--- src/rtl/cell_pkg.sv ---
package cell_pkg;
    localparam int NPORT   = 4;
    localparam int PORT_W  = $clog2(NPORT);
    localparam int DATA_W  = 32;
    localparam int KIND_W  = 4;
    localparam int NAME_W  = 8;
    localparam int PID_W   = 4;
    localparam int TAG_W   = KIND_W + NAME_W + PID_W;
    localparam int WORD_W  = TAG_W + DATA_W;
    localparam int OP_W    = 3;

    localparam logic [KIND_W-1:0] KIND_INSTR = 4'hD;
    localparam logic [KIND_W-1:0] KIND_KEY   = 4'hE;
    localparam logic [KIND_W-1:0] KIND_VALUE = 4'hF;

    typedef struct packed {
        logic [KIND_W-1:0] kind;
        logic [NAME_W-1:0] name;
        logic [PID_W-1:0]  pid;
    } tag_t;

    typedef struct packed {
        tag_t              tag;
        logic [DATA_W-1:0] data;
    } word_t;

    typedef enum logic [OP_W-1:0] {
        OP_AND   = 3'd0,
        OP_OR    = 3'd1,
        OP_XOR   = 3'd2,
        OP_NOTA  = 3'd3,
        OP_PASSA = 3'd4,
        OP_PASSB = 3'd5
    } alu_op_e;

    typedef struct packed {
        logic [11:0]       spare;
        logic [NAME_W-1:0] res_name;
        logic [KIND_W-1:0] res_kind;
        logic              write_back;
        logic [PORT_W-1:0] port_false;
        logic [PORT_W-1:0] port_true;
        logic [OP_W-1:0]   op;
    } instr_t;

    typedef struct packed {
        tag_t              key;
        logic [TAG_W-1:0]  mask;
        logic [DATA_W-1:0] value;
        logic              value_vld;
        instr_t            instr;
        logic              instr_vld;
    } cell_state_t;

    typedef struct packed {
        logic  vld;
        word_t word;
    } buf_state_t;
endpackage

--- src/rtl/cell_tag_match.sv ---
module cell_tag_match
    import cell_pkg::*;
#(
    parameter logic [NAME_W-1:0] CELL_NAME = 8'h05
) (
    input  word_t            word,
    input  tag_t             key,
    input  logic [TAG_W-1:0] mask,
    input  logic             armed,
    output logic             is_cfg,
    output logic             is_hit
);
    logic reserved_kind;
    logic [TAG_W-1:0] diff;

    always_comb begin
        reserved_kind = (word.tag.kind >= KIND_INSTR);
        diff          = word.tag ^ key;
        is_cfg        = reserved_kind && (word.tag.name == CELL_NAME);
        is_hit        = armed && !reserved_kind && ((diff & mask) == '0);
    end
endmodule

--- src/rtl/cell_alu.sv ---
module cell_alu
    import cell_pkg::*;
(
    input  logic [OP_W-1:0]   op,
    input  logic [DATA_W-1:0] a,
    input  logic [DATA_W-1:0] b,
    output logic [DATA_W-1:0] y
);
    always_comb begin
        case (alu_op_e'(op))
            OP_AND:   y = a & b;
            OP_OR:    y = a | b;
            OP_XOR:   y = a ^ b;
            OP_NOTA:  y = ~a;
            OP_PASSB: y = b;
            default:  y = a;
        endcase
    end
endmodule

--- src/rtl/cell_xfer_buf.sv ---
module cell_xfer_buf
    import cell_pkg::*;
(
    input  logic  clk,
    input  logic  rst_n,
    input  logic  wr_en,
    input  word_t wr_word,
    input  logic  rd_ready,
    output logic  vld,
    output word_t word,
    output logic  free
);
    buf_state_t buf_d, buf_q;

    always_comb begin
        buf_d = buf_q;
        if (wr_en) begin
            buf_d.vld  = 1'b1;
            buf_d.word = wr_word;
        end else if (rd_ready) begin
            buf_d.vld = 1'b0;
        end
    end

    always_ff @(posedge clk) begin
        if (!rst_n) begin
            buf_q <= '0;
        end else begin
            buf_q <= buf_d;
        end
    end

    assign vld  = buf_q.vld;
    assign word = buf_q.word;
    assign free = !buf_q.vld || rd_ready;
endmodule

--- src/rtl/mesh_cell.sv ---
module mesh_cell
    import cell_pkg::*;
#(
    parameter logic [NAME_W-1:0] CELL_NAME = 8'h05
) (
    input  logic                    clk,
    input  logic                    rst_n,
    input  logic [NPORT-1:0]        in_valid,
    input  logic [NPORT*WORD_W-1:0] in_word,
    output logic [NPORT-1:0]        in_ready,
    output logic [NPORT-1:0]        out_valid,
    output logic [NPORT*WORD_W-1:0] out_word,
    input  logic [NPORT-1:0]        out_ready
);
    localparam int HALF = NPORT / 2;

    cell_state_t st_d, st_q;

    word_t              in_w   [NPORT];
    word_t              buf_wd [NPORT];
    word_t              buf_q  [NPORT];
    logic [NPORT-1:0]   is_cfg, is_hit, buf_free, buf_vld, buf_wr, claim;
    logic               armed;
    logic               gnt_any;
    logic [PORT_W-1:0]  gnt_idx;
    word_t              op_word;
    logic [DATA_W-1:0]  alu_y;
    logic [PORT_W-1:0]  dest;
    word_t              res_word;

    assign armed = st_q.value_vld && st_q.instr_vld;

    for (genvar p = 0; p < NPORT; p++) begin : g_port
        assign in_w[p] = in_word[p*WORD_W +: WORD_W];

        cell_tag_match #(.CELL_NAME(CELL_NAME)) u_match (
            .word   (in_w[p]),
            .key    (st_q.key),
            .mask   (st_q.mask),
            .armed  (armed),
            .is_cfg (is_cfg[p]),
            .is_hit (is_hit[p])
        );

        cell_xfer_buf u_buf (
            .clk      (clk),
            .rst_n    (rst_n),
            .wr_en    (buf_wr[p]),
            .wr_word  (buf_wd[p]),
            .rd_ready (out_ready[p]),
            .vld      (buf_vld[p]),
            .word     (buf_q[p]),
            .free     (buf_free[p])
        );

        assign out_valid[p]                  = buf_vld[p];
        assign out_word[p*WORD_W +: WORD_W]  = buf_q[p];
    end

    // Fixed-priority pick of one configuration or match word per cycle
    always_comb begin
        gnt_any = 1'b0;
        gnt_idx = '0;
        for (int i = NPORT - 1; i >= 0; i--) begin
            if (in_valid[i] && (is_cfg[i] || is_hit[i])) begin
                gnt_any = 1'b1;
                gnt_idx = PORT_W'(i);
            end
        end
        op_word = in_w[gnt_idx];
    end

    cell_alu u_alu (
        .op (st_q.instr.op),
        .a  (st_q.value),
        .b  (op_word.data),
        .y  (alu_y)
    );

    always_comb begin
        dest              = (alu_y != '0) ? st_q.instr.port_true : st_q.instr.port_false;
        res_word.tag.kind = st_q.instr.res_kind;
        res_word.tag.name = st_q.instr.res_name;
        res_word.tag.pid  = op_word.tag.pid;
        res_word.data     = alu_y;
    end

    always_comb begin
        st_d     = st_q;
        in_ready = '0;
        buf_wr   = '0;
        claim    = '0;
        for (int i = 0; i < NPORT; i++) begin
            buf_wd[i] = '0;
        end

        if (gnt_any) begin
            if (is_cfg[gnt_idx]) begin
                in_ready[gnt_idx] = 1'b1;
                case (op_word.tag.kind)
                    KIND_INSTR: begin
                        st_d.instr     = instr_t'(op_word.data);
                        st_d.instr_vld = 1'b1;
                    end
                    KIND_KEY: begin
                        st_d.key  = tag_t'(op_word.data[TAG_W-1:0]);
                        st_d.mask = op_word.data[2*TAG_W-1:TAG_W];
                    end
                    default: begin
                        st_d.value     = op_word.data;
                        st_d.value_vld = 1'b1;
                    end
                endcase
            end else if (buf_free[dest]) begin
                in_ready[gnt_idx] = 1'b1;
                buf_wr[dest]      = 1'b1;
                buf_wd[dest]      = res_word;
                claim[dest]       = 1'b1;
                if (st_q.instr.write_back) begin
                    st_d.value = alu_y;
                end
            end
        end

        for (int i = 0; i < NPORT; i++) begin
            if (in_valid[i] && !is_cfg[i] && !is_hit[i]) begin
                if (buf_free[(i + HALF) % NPORT] && !claim[(i + HALF) % NPORT]) begin
                    in_ready[i]                  = 1'b1;
                    buf_wr[(i + HALF) % NPORT]   = 1'b1;
                    buf_wd[(i + HALF) % NPORT]   = in_w[i];
                end
            end
        end
    end

    always_ff @(posedge clk) begin
        if (!rst_n) begin
            st_q           <= '0;
            st_q.mask      <= '1;
        end else begin
            st_q <= st_d;
        end
    end
endmodule

--- config.mk ---
export PLATFORM = sky130hd
export DESIGN_NAME = mesh_cell
export DESIGN_NICKNAME = d
export VERILOG_FILES = /design/src/rtl/cell_pkg.sv /design/src/rtl/cell_tag_match.sv /design/src/rtl/cell_alu.sv /design/src/rtl/cell_xfer_buf.sv /design/src/rtl/mesh_cell.sv
export SDC_FILE = /design/constraint.sdc
export NUM_CORES = 1
export LEC_CHECK = 0
export ABC_CLOCK_PERIOD_IN_PS = 12400
export BUFFER_PORTS_ARGS = -buffer_cell sky130_fd_sc_hd__buf_4
export CORE_ASPECT_RATIO = 1.25
export CORE_MARGIN = 10
export CORE_UTILIZATION = 40
export CTS_CLUSTER_SIZE = 25
export DETAILED_ROUTE_END_ITERATION = 12
export RECOVER_POWER = 25
export SETUP_SLACK_MARGIN = 0.2
export SLEW_MARGIN = 0
export SYNTH_ARGS = -nofsm -noshare
export SYNTH_HDL_FRONTEND = slang
export SYNTH_SLANG_ARGS = --single-unit
export TNS_END_PERCENT = 1
--- constraint.sdc ---
create_clock -name clk -period 12.4 [get_ports clk]
set_input_delay 3.1 -clock clk [delete_from_list [all_inputs] [get_ports clk]]
set_output_delay 3.1 -clock clk [all_outputs]
set_load 0.005 [all_outputs]
==> impl_results.md <==
- Tot GR Track Use: 33.9%
- Crit Path Category: in -> out
- Status: finished clean
- Reg2Reg Setup Slack: 5.50 ns
- Worst-margin pin slew: ~1.2 ns
- Synth area leader: dfxtp_1
- Commonest cells after routing, fill and taps aside: nand2_1, buf_4, dfxtp_1
- CTS H-tree lvls: 1
- FFs w/ async S/R, synth: 0%
- Worst EP required: 9.30 ns
- Antenna viol nets, final: 0
- Initial Util: 40.2%
- Sequential cell area fraction in the yosys report: 31.2%
- CP arrival: 8.85 ns
- Synth-to-layout area growth: 26.6%
- Commonest non-fill, non-tap cell in the layout: nand2_1
- Placement Setup Slack: -0.277 ns
- Primary FF master, synth: dfxtp_1
- Syn nets: approximately 2.5k
- I/O Buffers: 401
- Via density: 6.10
- Cells on worst reg2reg path: 23
- Yosys cell types: 79
- Worst hold path class: reg -> reg
- Crit. End Element: output pin
- Largest net degree at the start of global routing: 120
- Internal power: 0.00173 W
- Post-DP HPWL: slightly above 70 mm
- Root buffer cell: clkbuf_16
- VDD IR-drop max: 0.107 mV
- Period utilisation layout: 96.3%
- # IOs: 402
- Core Region: 0.0450 sq mm
- Seq pwr share: 40.7%
- CP Max Fanout: 7
- DRC: 0
- Final WS setup: roughly 0.45 ns
- Final Hold Vio Count: 0
- Num CTS Buffers: 31
- # clock sinks: around 280
- Final WL: 96.5 mm
- Initial DRT Pass Iterations: 5
- Final setup violation count: 0
- DP Cell Count: 3,171
- PD cells: 104 mW/mm^2
- Setup Skew: ~0.017 ns
- Max clock buf depth: 3
- Initial antenna violation count: 4
- Post-synthesis cell count: 2,281
- Number of synthesized flops with an enable pin: 0
- Layout cell share with drive strength beyond 1: 21.1%
- Final Core Density: 50.9%
- Max Freq: 83.7 MHz
- Post-synth top area share: between 30% and 40%
- Clock-pin transition on the worst setup and hold timing paths: roughly 0.060 ns
- Top Metal Used: met5
- RSZ-0062 raised after global routing: false
- DIE WIDTH: around 210 um
- Setup crit end: in_ready[0]
- Vias in the first global route: about 19k
- Worst rel slew slack: 17.8%
- Sw frac: 27.6%
- First-pass GRT wire length: approximately 140 mm
- Clk_lat worst skew: 0.62 ns
- Post-layout nets: 2,867
- Routed met2 length: roughly 45 mm
- Leak: 11.6 nW
- Routed wire per std cell: about 30 um
- Met1 wire length: 35.9 mm
- Yosys reg bits: 282
- FF-to-FF End: g_port[0].u_buf.word[20]$_SDFFE_PN0P_
- Yosys warning total: 0
- Fillers: 4,451
- Synth top area cells: dfxtp_1, mux2i_1, nand2_1
- DR vias: slightly below 20k
- Slew Limit Fails: 0
- Max Cap Viol: 0
- CP Launch Point: in_word[133]
- Total congestion overflow: 0
- Worst r2r src: st_q[87]$_SDFFE_PN0P_
- CTS tree: done
- Cell Area, Synth: 0.0181 sq mm
- Clock power share: 43.4%
- Layout Cells excl Fill: around 3.2k
- Gate power share: 15.9%
- FP Rows: 87
- DRT iter0 DRCs: 2,065
- Die ar.: 0.0542 sq mm
- Switching pwr: approximately 0.00066 W
- Routability Congestion: 1.03
- Min Tclk post-route: approximately 12 ns
- Wire length on met3: 8.20 mm
- Synthesized area per cell: 7.93 sq um
- Die span in y: 258 um
- Kind of start point of the critical path: input port
- Hold Buf Count CTS: 0
cell type report:
cell class                 instances  area (sq um)  share of cell area (%)
tap                              578           723                    3.16
antenna                            1          2.50                  0.0109
timing repair buffer             521          3630                    15.9
multi-input combinational       1762         11600                    50.8
sequential                       282          5650                    24.7
inverter                          35           131                   0.574
clock inverter                    14           198                   0.863
clock buffer                      44           935                    4.08
Yosys cell counts, types with 3 or more instances:
cell type,n
buf_6,6
and3_1,155
a22oi_1,64
buf_4,6
nand3_1,24
clkbuf_1,150
nand2_1,548
or4_1,4
a22o_1,3
a211oi_1,21
a21boi_0,7
and2_1,43
nand2b_1,6
ha_1,32
mux2i_1,247
a221oi_1,27
o31a_1,11
o221a_2,3
o211ai_1,6
a221o_1,7
o211a_1,79
buf_2,28
o21a_1,6
o31ai_1,3
a32oi_1,6
o22ai_1,31
buf_1,9
o21ai_0,104
nor3_1,11
clkbuf_2,3
nor4_4,3
inv_1,33
a21oi_1,60
a31oi_1,22
a222oi_1,7
nor2b_1,34
nand4_1,12
xor2_1,64
o2bb2ai_1,4
nor2_1,53
dfxtp_1,282
and4_1,6
worst min path at each step:
stage,startpoint,endpoint,slack [ns],depth (start not counted)
floorplan,st_q[0]$_SDFFE_PN0P_,st_q[0]$_SDFFE_PN0P_,0.44,2
global placement,st_q[33]$_SDFFE_PN0P_,st_q[33]$_SDFFE_PN0P_,0.45,1
detailed placement,st_q[33]$_SDFFE_PN0P_,st_q[33]$_SDFFE_PN0P_,0.45,1
CTS,st_q[33]$_SDFFE_PN0P_,st_q[33]$_SDFFE_PN0P_,0.47,1
global route,st_q[33]$_SDFFE_PN0P_,st_q[33]$_SDFFE_PN0P_,0.51,1
finish,st_q[33]$_SDFFE_PN0P_,st_q[33]$_SDFFE_PN0P_,0.47,1
flip-flops by register name, summed over array words and instances, names as in the netlist:
register,flops
res_word,12
g_port.u_buf.word,192
st_q,74
g_port.u_buf.vld,4
metal layers:
layer  track usage, %  vias up
li1                 -     8842
met1             38.4     9458
met2             56.8     1139
met3             7.24      300
met4             22.2        6
met5                0        -
worst max-delay path, cell delays in order:
cell and delay, ns:
buf_4 0.13, or4_1 0.62, nor3_1 0.30, and2_1 0.17
a41oi_1 0.11, a221oi_4 0.46, buf_4 0.28, a32oi_1 0.07
o211ai_1 0.29, ha_1 0.35, a211oi_1 0.28, a221oi_1 0.10
a21oi_1 0.21, nand4_1 0.15, or2_2 0.33, nor4_4 0.25
buf_4 0.20, mux2_2 0.34, or4_2 0.62, nand2_1 0.09
o21ai_0 0.17, buf_4 0.20
through the flow:
stage / power, W / area [sq um] / hold WS [ns] / setup TNS (ns)
detailed placement: 0.00138 / 21900 / 0.454 / -0.743
finish: 0.00239 / 22900 / 0.469 / 0
CTS: 0.00240 / 23000 / 0.468 / 0
floorplan: 0.00115 / 18100 / 0.435 / 0
global placement: 0.00137 / 21900 / 0.450 / -0.735
global route: 0.00245 / 22900 / 0.507 / 0
what timing repair did:
item,CTS,global route
buffers inserted,3,4
resized for setup,3,23
endpoints found under the hold margin,0,0
pin swaps,1,2
endpoints found under the setup margin,4,4
cell families (layout without fill, tap and decap cells):
family | after synthesis | in the layout | share of synthesized area [%]
fa+ha+maj | 32 | 32 | 2.21
compound gates | 496 | 496 | 20.1
flops | 282 | 282 | 31.2
xor+xnor | 65 | 65 | 3.15
buf+inv | 237 | 614 | 5.51
other cells | 0 | 1 | 0
simple gates | 921 | 921 | 24.0
mux | 248 | 248 | 13.7
power groups by stage:
stage	combinational, W	sequential (W)	clock [W]
final	0.000379	0.000972	0.00104
after global routing	0.000402	0.000976	0.00107
after CTS	0.000387	0.000972	0.00104
after detailed placement	0.000385	0.000992	0
after global placement	0.000382	0.000991	0
after floorplan	0.000164	0.000990	0
No activity file was read; power rests on OpenSTA's default activity.
